$ cat config.mk
export PLATFORM = sky130hd
export DESIGN_NAME = insn_decoder
export DESIGN_NICKNAME = d
export VERILOG_FILES = /design/src/rtl/insn_decoder.sv
export SDC_FILE = /design/constraint.sdc
export NUM_CORES = 1
export LEC_CHECK = 0
export BUFFER_PORTS_ARGS = -buffer_cell sky130_fd_sc_hd__buf_2
export CORE_UTILIZATION = 25
export DETAILED_ROUTE_END_ITERATION = 6
export HOLD_SLACK_MARGIN = 0.1
export PLACE_DENSITY = 0.56
export SYNTH_ARGS = -nofsm -noshare
export SYNTH_HDL_FRONTEND = slang
export SYNTH_SLANG_ARGS = --single-unit
$ cat constraint.sdc
create_clock -name clk -period 1.6 [get_ports clk]
set_input_delay 0.4 -clock clk [delete_from_list [all_inputs] [get_ports clk]]
set_output_delay 0.4 -clock clk [all_outputs]
set_load 0.05 [all_outputs]
$ cat src/rtl/insn_decoder.sv
module insn_decoder #(
  parameter int OP_W      = 6,
  parameter int LEN_W     = 3,
  parameter int SHORT_LEN = 2,
  parameter int LONG_LEN  = 6,
  parameter int F2_BASE   = 48,
  parameter int F3_BASE   = 52,
  parameter int MAX_COND  = 9
) (
  input  logic             clk,
  input  logic             rst_n,
  input  logic             in_valid,
  input  logic [15:0]      insn,
  output logic             out_valid,
  output logic [1:0]       fmt,
  output logic [OP_W-1:0]  op,
  output logic [3:0]       ra,
  output logic [3:0]       rb,
  output logic [7:0]       imm,
  output logic [3:0]       cond,
  output logic [9:0]       boff,
  output logic [LEN_W-1:0] len,
  output logic             illegal
);

  localparam logic [OP_W-1:0] OP_BAD = {OP_W{1'b1}};

  logic [7:0] opc;
  logic       f1_lo, f1_hi, f1_long, bad;
  logic [1:0]       n_fmt;
  logic [OP_W-1:0]  n_op;
  logic [3:0]       n_ra, n_rb, n_cond;
  logic [7:0]       n_imm;
  logic [9:0]       n_boff;
  logic [LEN_W-1:0] n_len;

  assign opc   = insn[15:8];
  assign f1_lo = (opc <= 8'h0E);
  assign f1_hi = (opc >= 8'h19) && (opc <= 8'h39);

  always_comb begin
    case (opc)
      8'h01, 8'h03, 8'h08, 8'h09, 8'h0C, 8'h0D, 8'h1A, 8'h1B, 8'h1D,
      8'h1F, 8'h20, 8'h22, 8'h24, 8'h30, 8'h36, 8'h37, 8'h38, 8'h39:
        f1_long = 1'b1;
      default: f1_long = 1'b0;
    endcase
  end

  always_comb begin
    n_fmt  = 2'd0;
    n_op   = '0;
    n_ra   = '0;
    n_rb   = '0;
    n_imm  = '0;
    n_cond = '0;
    n_boff = '0;
    n_len  = LEN_W'(SHORT_LEN);
    bad    = 1'b0;
    if (!insn[15]) begin
      n_fmt = 2'd1;
      n_ra  = insn[7:4];
      n_rb  = insn[3:0];
      if (f1_lo)      n_op = OP_W'(opc);
      else if (f1_hi) n_op = OP_W'(opc - 8'd10);
      else            bad  = 1'b1;
      if (f1_long)    n_len = LEN_W'(LONG_LEN);
    end else if (!insn[14]) begin
      n_fmt = 2'd2;
      n_ra  = insn[11:8];
      n_imm = insn[7:0];
      n_op  = OP_W'(F2_BASE + int'(insn[13:12]));
    end else begin
      n_fmt  = 2'd3;
      n_cond = insn[13:10];
      n_boff = insn[9:0];
      if (int'(insn[13:10]) > MAX_COND) bad  = 1'b1;
      else                              n_op = OP_W'(F3_BASE + int'(insn[13:10]));
    end
    if (bad) begin
      n_op  = OP_BAD;
      n_len = '0;
    end
  end

  always_ff @(posedge clk or negedge rst_n) begin
    if (!rst_n) begin
      out_valid <= 1'b0;
      fmt <= '0; op <= '0; ra <= '0; rb <= '0; imm <= '0;
      cond <= '0; boff <= '0; len <= '0; illegal <= 1'b0;
    end else begin
      out_valid <= in_valid;
      if (in_valid) begin
        fmt <= n_fmt; op <= n_op; ra <= n_ra; rb <= n_rb; imm <= n_imm;
        cond <= n_cond; boff <= n_boff; len <= n_len; illegal <= bad;
      end
    end
  end

  AST_VALID_NEXT: assert property (@(posedge clk) disable iff (!rst_n) in_valid |=> out_valid);
  AST_IDLE_QUIET: assert property (@(posedge clk) disable iff (!rst_n) !in_valid |=> !out_valid && $stable(op) && $stable(len));
  AST_FMT_ONE: assert property (@(posedge clk) disable iff (!rst_n) (in_valid && !insn[15]) |=> fmt == 2'd1);
  AST_F2_LEGAL: assert property (@(posedge clk) disable iff (!rst_n) (in_valid && insn[15:14] == 2'b10) |=> !illegal && len == LEN_W'(SHORT_LEN));
  AST_BAD_COND: assert property (@(posedge clk) disable iff (!rst_n) (in_valid && insn[15:14] == 2'b11 && insn[13:10] > 4'd9) |=> illegal);
  AST_ILL_SHAPE: assert property (@(posedge clk) disable iff (!rst_n) (out_valid && illegal) |-> (op == OP_BAD && len == '0));
  AST_LEGAL_OP: assert property (@(posedge clk) disable iff (!rst_n) (out_valid && !illegal) |-> (op != OP_BAD && len != '0));

endmodule

Word level (Yosys, flattened, before mapping). Memory sizes are Yosys's and may differ from the RTL's. Cells that the tools add are included.

Order comparisons: 4. Muxes and demuxes: 26. $add $sub $neg: 3. Reduce and logical (&&, ||, !) cells: 2.

Operator list (count): 2-to-1 mux 6 bit (6); 2-to-1 mux 10 bit (2); 2-to-1 mux 4 bit (5); 2-to-1 mux 8 bit (2); 2-to-1 mux 3 bit (3); greater-or-equal comparator 8 x 5 -> 1 bit (second input constant) (1); <= comparator 8 x 4 -> 1 bit (second input constant) (1); <= comparator 8 x 6 -> 1 bit (second input constant) (1); 2-to-1 mux 1 bit (7); adder 6 x 2 -> 6 bit (first input constant) (1); adder 6 x 4 -> 6 bit (first input constant) (1); subtractor 6 x 4 -> 6 bit (second input constant) (1); greater-than comparator 4 bit (second input constant) (1); zero test 2 bit (1); 2-to-1 mux 2 bit (1); logical AND 1 bit (1).

Memories kept: 1. Word-level logic and storage cells: 46. Bits of input ports: 19. Bits in read-only memories: 64. Flip-flop bits (word level): 43. Output and inout bits: 43.

Memories: (name not given) (depth 64, width 1, rd ports 1, clocked after Yosys merged registers in 0, wr ports 0, line 42) `case (opc)`.

Logic depth before layout (Yosys ltp). Gate-level depths: netlist of run 1.

Depth after elaboration: 6. Gate-level depth with buffers: 7. Mapped depth without buffers: 6.

Least setup slack after synthesis of run 1. No wires, ideal clock.

Path kind: input -> register. From: input insn[12]. To: register len[1]. Stages on the path: 7. Buffers on the path: 1. Required time: 1.475 ns. Setup slack: -0.654 ns. Setup time: 0.125 ns. Arrival: 2.130 ns. Cell sequence: clkbuf_1 inv_1 ha_1 and4_4 mux2_4 a211o_4 mux2_2.

Word-level cells in the longest chain between the ends: 6. Elaborated cells between the ends (all ways): 11. Those cells by class: 4 x order compare; 6 x mux; 1 x reduce/logical.

RTL lines: start: declaration (line 13) `input logic [15:0] insn,`; greater-or-equal comparator 8 x 5 -> 1 bit or <= comparator 8 x 6 -> 1 bit (tied branches) (line 39) `assign f1_hi = (opc >= 8'h19) && (opc <= 8'h39);`; logical AND 1 bit (line 39); 2-to-1 mux 1 bit (line 65) `else if (f1_hi) n_op = OP_W'(opc - 8'd10);`; 2-to-1 mux 1 bit (line 64) `if (f1_lo) n_op = OP_W'(opc);`; 2-to-1 mux 1 bit (*) (line 60) `if (!insn[15]) begin`; 2-to-1 mux 3 bit (*) (line 80) `if (bad) begin`; end signal: assignment (line 90) `cond <= '0; boff <= '0; len <= '0; illegal <= 1'b0;`; end signal: assignment (line 95) `cond <= n_cond; boff <= n_boff; len <= n_len; illegal <= bad;`; end: declaration (line 22) `output logic [LEN_W-1:0] len,`.

Every way passes the cells marked *; elsewhere a longest branch is shown, timed or not. A chain may end at the register's enable or synchronous reset.

Worst setup path in the final report of run 1.
From: input insn[13]. To: register len[1].

The elaborated chain is that of the path after synthesis.

==> insert_results.sql, run 1 <==
INSERT INTO impl_metrics (metric_group, metric, value, unit) VALUES
('status', 'outcome', 'finished with violations', ''),
('status', 'failed_checks', 'setup timing', ''),
('placement', 'dp.final_hpwl', '4730', 'um'),
('setup_path', 'crit_path_start_kind', 'input port', ''),
('placement', 'finalWeightedCongestion', '0.778', ''),
('placement', 'preCtsSetupSlack', '-0.520', 'ns'),
('job', 'cap_violations', '0', ''),
('cts', 'cts_tree', 'built', ''),
('timing', 'slew_violations', '0', ''),
('detailed_routing', 'detailedRoute.firstPassIterationCount', '4', ''),
('setup_path', 'worst-endpoint-arrival', '1.90', 'ns'),
('die', 'initial_utilization', '25.8', '%'),
('setup_path', 'worstPathRequired', '1.77', 'ns'),
('yosys', 'yosysUniqueCellTypes', '52', ''),
('timing', 'setup-tns-final', '-0.391', 'ns'),
('timing', 'timing_hold_violations_final', '0', ''),
('yosys', 'syn-mean-instance-area', '10.7', 'um^2'),
('detailed_routing', 'ant_nets', '0', ''),
('cts', 'numCtsBuffers', '5', ''),
('yosys', 'synthArstFlopShare', '100', '%'),
('yosys', 'synthMostInstantiatedCell', 'sky130_fd_sc_hd__dfrtp_1', ''),
('pwr', 'power.leakage', '1.52', 'nW'),
('min_path', 'min-delay-path-class', 'input port to register', ''),
('detailed_routing', 'route.detailed.drc', '0', ''),
('yosys', 'synthTopCellsByArea', 'sky130_fd_sc_hd__dfrtp_1 50%, sky130_fd_sc_hd__a22o_1 9.1%, sky130_fd_sc_hd__ha_1 3.5%', ''),
('yosys', 'synthFlopType', 'sky130_fd_sc_hd__dfrtp_1', ''),
('yosys', 'synth.cell_area', '2120', 'um^2'),
('yosys', 'post-synth-top-area-cell', 'sky130_fd_sc_hd__dfrtp_1', ''),
('yosys', 'synth_enable_flop_cells', '0', ''),
('finish', 'drive_gt1_share', '48.0', '%'),
('die', 'fp.dieArea', '8850', 'um^2'),
('timing', 'final_critical_path_setup_slack', '-0.127', 'ns'),
('timing', 'fin_crit_sh', '108', '%'),
('placement', 'buffer_ports.inserted', '60', ''),
('global_route', 'initial_antenna_violation_count', '0', ''),
('die', 'design.core.area', '8220', 'um^2'),
('yosys', 'synth.net_count', '223', ''),
('setup_path', 'worstPathMaxFanout', '7', ''),
('global_route', 'grt_pass1_vias', '1989', ''),
('finish', 'num-nets-final', '328', ''),
('cts', 'clk-insertion-delay-late', '0.29', 'ns'),
('global_route', 'overflow', '0', ''),
('cts', 'max-clock-path-buffers', '2', ''),
('finish', 'final_design_area_no_fill', '3120', 'um^2'),
('finish', 'post_layout_nonfiller_instances', '409', ''),
('global_route', 'grt_max_degree', '43', ''),
('finish', 'fillerInstances', '842', ''),
('finish', 'syn2layout_area_growth', '47.1', '%'),
('global_route', 'grt_pass1_wl', '10100', 'um'),
('detailed_routing', 'dr_total_vias', '1963', ''),
('pwr', 'total_power', '2.69', 'mW'),
('pwr', 'powerDensity', '863', 'nW/um^2'),
('finish', 'num_antenna_cells', '0', ''),
('detailed_routing', 'drt-wirelength-per-cell', '15.1', 'um'),
('detailed_routing', 'drt-total-wl', '6170', 'um'),
('placement', 'placedInstanceArea', '2840', 'um^2'),
('timing', 'hold_slack', '0.356', 'ns'),
('die', 'io-pin-count', '62', ''),
('setup_path', 'worstSetupPathType', 'input port to register', ''),
('setup_path', 'endpoint_kind', 'register', ''),
('cts', 'clock-root-buffer', 'sky130_fd_sc_hd__clkbuf_8', ''),
('yosys', 'netlist_instances', '198', ''),
('yosys', 'synth-seq-cells', '42', ''),
('yosys', 'synth_sequential_area_ratio', '49.6', '%'),
('die', 'row_count', '33', ''),
('yosys', 'netlist.area_leader.share', '49.6', '%'),
('timing', 'achievable-frequency', '579', 'MHz'),
('placement', 'placed_cells_incl_taps', '390', ''),
('timing', 'post-route-min-period', '1.73', 'ns'),
('detailed_routing', 'drt-vias-per-instance', '4.80', ''),
('cts', 'clk_pin_slew', '0.09', 'ns'),
('timing', 'rsz0062_at_grt', 'yes', ''),
('cts', 'ctsHtreeMaxLevel', '2', ''),
('yosys', 'synth-warning-count', '0', ''),
('finish', 'layout.core_utilization', '37.9', '%'),
('cts', 'cts.sinks', '42', ''),
('die', 'floorplan.die.height', '94.1', 'um'),
('global_route', 'globalRouteTotalUtil', '14.8', '%'),
('timing', 'setup_viol', '8', ''),
('die', 'chipWidth', '94.1', 'um'),
('detailed_routing', 'detailedRoute.firstIterationViolations', '76', ''),
('timing', 'final_clock_skew', '0', 'ns'),
('pwr', 'vdd.ir_drop.worst', '0.341', 'mV'),
('yosys', 'synth_top_cells_by_count', '42 x sky130_fd_sc_hd__dfrtp_1, 22 x sky130_fd_sc_hd__a22o_1, 20 x sky130_fd_sc_hd__nor2_1', '');
## worst max-delay path, stage by stage
cell and delay, ns:
sky130_fd_sc_hd__buf_8 0.10, sky130_fd_sc_hd__clkinvlp_4 0.12, sky130_fd_sc_hd__ha_4 0.13, sky130_fd_sc_hd__and4_4 0.21, sky130_fd_sc_hd__mux2_4 0.33, sky130_fd_sc_hd__a211o_4 0.32, sky130_fd_sc_hd__mux2_4 0.27
## area by class of cell
type / instances / area (um^2) / area share (%)
flip-flops and latches: 42 / 1050 / 33.7
multi-input cells: 128 / 1050 / 33.7
repair buffers: 114 / 737 / 23.6
well taps: 105 / 131 / 4.22
clock buffers: 5 / 68.8 / 2.21
inverters: 12 / 56.3 / 1.81
clock inverters: 3 / 21.3 / 0.682
## placed cells by master, fill, tap and decap left out, types with 3 or more instances in the layout
cell type                  instances
sky130_fd_sc_hd__o21ai_0           6
sky130_fd_sc_hd__buf_2            58
sky130_fd_sc_hd__o21ai_1           3
sky130_fd_sc_hd__a221oi_1          3
sky130_fd_sc_hd__nor2_1           20
sky130_fd_sc_hd__nand3b_1          5
sky130_fd_sc_hd__nand2_1           6
sky130_fd_sc_hd__a41oi_2           3
sky130_fd_sc_hd__ha_2              3
sky130_fd_sc_hd__dfrtp_1          42
sky130_fd_sc_hd__buf_4            51
sky130_fd_sc_hd__nand3_1           5
sky130_fd_sc_hd__inv_1             9
sky130_fd_sc_hd__clkbuf_8          5
sky130_fd_sc_hd__nor2b_1           3
sky130_fd_sc_hd__a22o_1           22
sky130_fd_sc_hd__nor3_1            3
sky130_fd_sc_hd__a31oi_1           4
## timing repair
action | in CTS | in global routing
gates cloned | 0 | 0
hold buffers | 1 | 0
pin swaps | 7 | 5
resized for setup | 10 | 13
endpoints found under the setup margin | 9 | 9
hold endpoints to repair | 42 | 0
buffers inserted | 7 | 3
## metal layers
layer	global-route usage, %	vias up	part of all wire, %
li1	-	944	-
met1	18.8	969	46
met2	25.6	48	50
met3	3.24	2	4.2
met4	3.08	0	0.31
met5	0	-	0
## final timing paths
path | start | cells after the start | to | slack [ns]
worst max-delay path | insn[13] | 7 | len[1] | -0.13
worst min-delay path | insn[0] | 2 | imm[0] | 0.36
max in group asynchronous | rst_n | 3 | rb[1] | 0.79
min in group asynchronous | rst_n | 3 | len[1] | 0.60
worst max register to register | len[2] | 2 | len[2] | 0.75
worst min register to register | illegal | 2 | illegal | 0.49
## registers in the layout, indices dropped and copies added (netlist names)
name,flops
rb,4
cond,4
fmt,2
imm,8
len,2
boff,10
ra,4
op,6
out_valid,1
illegal,1
## cells by family after synthesis
| group | count (synthesis) | share of synthesized area, % |
|---|---|---|
| buf+inv | 28 | 5.49 |
| mux | 4 | 2.19 |
| fa+ha+maj | 6 | 3.54 |
| compound gates | 65 | 26.6 |
| flops | 42 | 49.6 |
| other cells | 1 | 0.177 |
| simple gates | 52 | 12.4 |
## power breakdown
group          leakage, nW  switching (mW)  total [mW]  internal (mW)
logic                0.940           0.561       0.835          0.274
registers            0.531          0.0475        1.19           1.14
clock network       0.0441           0.358       0.665          0.306
Power figures use the tool's default switching activity.
==> run 2, diff against run 1 <==
--- a/config.mk
+++ b/config.mk
@@ -5,11 +5,12 @@
 export SDC_FILE = /design/constraint.sdc
 export NUM_CORES = 1
 export LEC_CHECK = 0
+export ABC_AREA = 1
 export BUFFER_PORTS_ARGS = -buffer_cell sky130_fd_sc_hd__buf_2
 export CORE_UTILIZATION = 25
 export DETAILED_ROUTE_END_ITERATION = 6
 export HOLD_SLACK_MARGIN = 0.1
-export PLACE_DENSITY = 0.56
+export PLACE_DENSITY = 0.55
 export SYNTH_ARGS = -nofsm -noshare
 export SYNTH_HDL_FRONTEND = slang
 export SYNTH_SLANG_ARGS = --single-unit
==> constraint.sdc (replaced) <==
create_clock -name clk -period 2.1 [get_ports clk]
set_input_delay 0.525 -clock clk [delete_from_list [all_inputs] [get_ports clk]]
set_output_delay 0.525 -clock clk [all_outputs]
set_load 0.05 [all_outputs]
==> run 2 against run 1 <==
  * The run now ends clean
  * Design area shrank 14%
  * Via count shrank 3.7%
  * Utilization shrank 5.7 points
  * Worst hold slack lost 0.061 ns
  * Clock skew is the same
  * Synthesized cell count grew 28%
  * Global-route usage shrank 1.2 points
  * Critical path depth grew 3
  * Critical path type unchanged
  * Highest routed layer unchanged
==> insert_results.sql, run 2 <==
INSERT INTO impl_metrics (metric_group, metric, value, unit) VALUES
('setup_path', 'worstPathRequired', '2.29', 'ns'),
('cts', 'max-clock-path-buffers', '2', ''),
('global_route', 'met2_usage', '22.2', '%'),
('yosys', 'synth_sequential_area_ratio', '49.0', '%'),
('finish', 'commonest_cells_after_routing_fill_and_taps_aside', '79 x sky130_fd_sc_hd__nand2_1, 60 x sky130_fd_sc_hd__buf_2, 42 x sky130_fd_sc_hd__dfrtp_1, 31 x sky130_fd_sc_hd__nor2_1, 22 x sky130_fd_sc_hd__o21ai_0', ''),
('global_route', 'grt_pass1_wl', '9390', 'um'),
('finish', 'post_layout_nonfiller_instances', '425', ''),
('cts', 'ctsHtreeMaxLevel', '2', ''),
('setup_path', 'endpoint_kind', 'register', ''),
('cts', 'cts_tree', 'built', ''),
('timing', 'setup-tns-final', '0', 'ns'),
('pwr', 'vdd.ir_drop.worst', '0.278', 'mV'),
('setup_path', 'worstSetupPathType', 'input port to register', ''),
('setup_path', 'worst-endpoint-arrival', '1.79', 'ns'),
('yosys', 'netlist_instances', '254', ''),
('setup_path', 'regToRegEndpoint', 'boff[8]', ''),
('yosys', 'synth_top_cells_by_count', '79 x sky130_fd_sc_hd__nand2_1, 42 x sky130_fd_sc_hd__dfrtp_1, 31 x sky130_fd_sc_hd__nor2_1', ''),
('detailed_routing', 'route.detailed.drc', '0', ''),
('global_route', 'initial_antenna_violation_count', '0', ''),
('timing', 'slew-limit-headroom', '64.1', '%'),
('detailed_routing', 'detailedRoute.firstIterationViolations', '105', ''),
('yosys', 'syn-mean-instance-area', '8.45', 'um^2'),
('finish', 'max_flop_register', 'boff', ''),
('status', 'outcome', 'complete, no violations', ''),
('cts', 'cts.repair.resized', '0', ''),
('setup_path', 'crit-reg2reg-launch', 'boff[8]', ''),
('setup_path', 'critPathSlowestCell', 'sky130_fd_sc_hd__ha_1', ''),
('pwr', 'powerDensity', '745', 'nW/um^2'),
('detailed_routing', 'drt-wirelength-per-cell', '13.3', 'um'),
('setup_path', 'worstPathMaxFanout', '9', ''),
('detailed_routing', 'ant_nets', '0', ''),
('placement', 'dp.final_hpwl', '4220', 'um'),
('setup_path', 'cp_top_family', 'simple AND/OR/NAND/NOR gates', ''),
('cts', 'clk-insertion-delay-late', '0.28', 'ns'),
('detailed_routing', 'detailedRoute.firstPassIterationCount', '5', ''),
('yosys', 'synth.cell_area', '2150', 'um^2'),
('yosys', 'netlist.area_leader.share', '49.0', '%'),
('finish', 'layout_commonest_cell', 'sky130_fd_sc_hd__nand2_1', ''),
('die', 'floorplan.die.height', '94.6', 'um'),
('die', 'row_count', '33', ''),
('timing', 'fin_crit_sh', '76.2', '%'),
('yosys', 'synth-warning-count', '0', ''),
('setup_path', 'path_cells', 'buf_2, inv_1, ha_1, nand2_4, o21bai_4, nand3_4, nand3_4, nand3_1, nor2_1, nor2_1', ''),
('timing', 'tightestPinTransition', '0.538', 'ns'),
('global_route', 'grt_use_met3', '2.42', '%'),
('finish', 'num-nets-final', '344', ''),
('min_path', 'min-delay-path-class', 'input port to async pin', ''),
('detailed_routing', 'drt-total-wl', '5660', 'um'),
('job', 'cap_violations', '0', ''),
('yosys', 'synth_enable_flop_cells', '0', ''),
('setup_path', 'timing.critical_path.buf_inv', '2', ''),
('finish', 'syn2layout_area_growth', '24.2', '%'),
('finish', 'drive_gt1_share', '28.4', '%'),
('placement', 'preCtsSetupSlack', '0.190', 'ns'),
('setup_path', 'max_stage_delay', '0.23', 'ns'),
('finish', 'final_design_area_no_fill', '2670', 'um^2'),
('cts', 'numCtsBuffers', '5', ''),
('die', 'design.core.area', '8260', 'um^2'),
('setup_path', 'timing.reg2reg.setup_slack', '1.42', 'ns'),
('timing', 'achievable-frequency', '625', 'MHz'),
('global_route', 'grt_max_degree', '43', ''),
('die', 'io-pin-count', '62', ''),
('timing', 'final_clock_skew', '0', 'ns'),
('pwr', 'power.leakage', '1.41', 'nW'),
('yosys', 'synthTopCellsByArea', 'sky130_fd_sc_hd__dfrtp_1 49%, sky130_fd_sc_hd__nand2_1 14%, sky130_fd_sc_hd__nor2_1 5.4%', ''),
('cts', 'post-cts-setup-buffer-count', '0', ''),
('yosys', 'post-synth-top-area-cell', 'sky130_fd_sc_hd__dfrtp_1', ''),
('timing', 'hold_slack', '0.295', 'ns'),
('setup_path', 'crit_path_start_kind', 'input port', ''),
('placement', 'placedInstanceArea', '2570', 'um^2'),
('yosys', 'synth.net_count', '279', ''),
('cts', 'clk_pin_slew', '0.08', 'ns'),
('placement', 'placed_cells_incl_taps', '417', ''),
('cts', 'clock-root-buffer', 'sky130_fd_sc_hd__clkbuf_8', ''),
('yosys', 'yosysUniqueCellTypes', '30', ''),
('detailed_routing', 'drt-vias-per-instance', '4.45', ''),
('cts', 'cts.sinks', '42', ''),
('yosys', 'synth-seq-cells', '42', ''),
('detailed_routing', 'dr_total_vias', '1891', ''),
('timing', 'post-route-min-period', '1.60', 'ns'),
('die', 'initial_utilization', '26.0', '%'),
('timing', 'timing_hold_violations_final', '0', ''),
('timing', 'final_critical_path_setup_slack', '0.500', 'ns'),
('die', 'chipWidth', '94.6', 'um'),
('setup_path', 'cell_count_of_the_worst_reg_to_reg_path', '2', ''),
('finish', 'largestRegisters', 'boff: 10 flops, imm: 8 flops, op: 6 flops', ''),
('finish', 'num_antenna_cells', '0', ''),
('global_route', 'global_route.peak_usage_layer', 'met2', ''),
('yosys', 'synthFlopType', 'sky130_fd_sc_hd__dfrtp_1', ''),
('die', 'fp.dieArea', '8960', 'um^2'),
('finish', 'largest_register_ff_count', '10', ''),
('timing', 'setup_viol', '0', ''),
('placement', 'finalWeightedCongestion', '0.908', ''),
('global_route', 'grtUsageMet1', '18.2', '%'),
('global_route', 'grt_pass1_vias', '1901', ''),
('yosys', 'synthArstFlopShare', '100', '%'),
('placement', 'buffer_ports.inserted', '60', ''),
('timing', 'rsz0062_at_grt', 'no', ''),
('finish', 'fillerInstances', '912', ''),
('yosys', 'synthMostInstantiatedCell', 'sky130_fd_sc_hd__nand2_1', ''),
('finish', 'layout.core_utilization', '32.3', '%'),
('pwr', 'total_power', '1.98', 'mW'),
('timing', 'slew_violations', '0', ''),
('global_route', 'globalRouteTotalUtil', '13.6', '%'),
('cts', 'number_of_buffers_inserted_for_hold_repair_after_clock_tree_synthesis', '0', ''),
('global_route', 'overflow', '0', '');
run 2: final cells by class:
cell class	instances	area [um^2]	area share [%]
clock buffer	6	82.6	3.10
sequential	42	1050	39.4
clock inverter	2	12.5	0.469
timing repair buffer	69	368	13.8
inverter	19	71.3	2.68
tap	105	131	4.93
multi-input combinational	182	948	35.6
run 2: where the power goes:
group	switching (mW)	leakage (nW)	internal, mW
Clock	0.277	0.0472	0.264
Combinational	0.413	0.825	0.128
Sequential	0.0329	0.533	0.870
run 2: cells by family after synthesis:
logic type	count (synthesis)	synth area share (%)
fa+ha+maj	6	3.50
simple gates	132	27.7
other cells	1	0.175
flops	42	49.0
compound gates	41	12.0
buf+inv	30	6.82
xor+xnor	2	0.816
run 2: worst max-delay path by stage:
stage	start	endpoint	slack, ns	depth (start not counted)
global route	insn[12]	op[3]	0.39	10
CTS	insn[12]	op[3]	0.50	10
floorplan	insn[12]	op[4]	0.43	9
global placement	insn[12]	op[3]	0.22	10
detailed placement	insn[12]	op[3]	0.19	10
finish	insn[12]	op[3]	0.50	10
run 2: metal layers:
metal  wire (um)  vias up
li1            -      939
met1        2710      885
met2        2530       61
met3         334        6
met4          81        0
met5           0        -
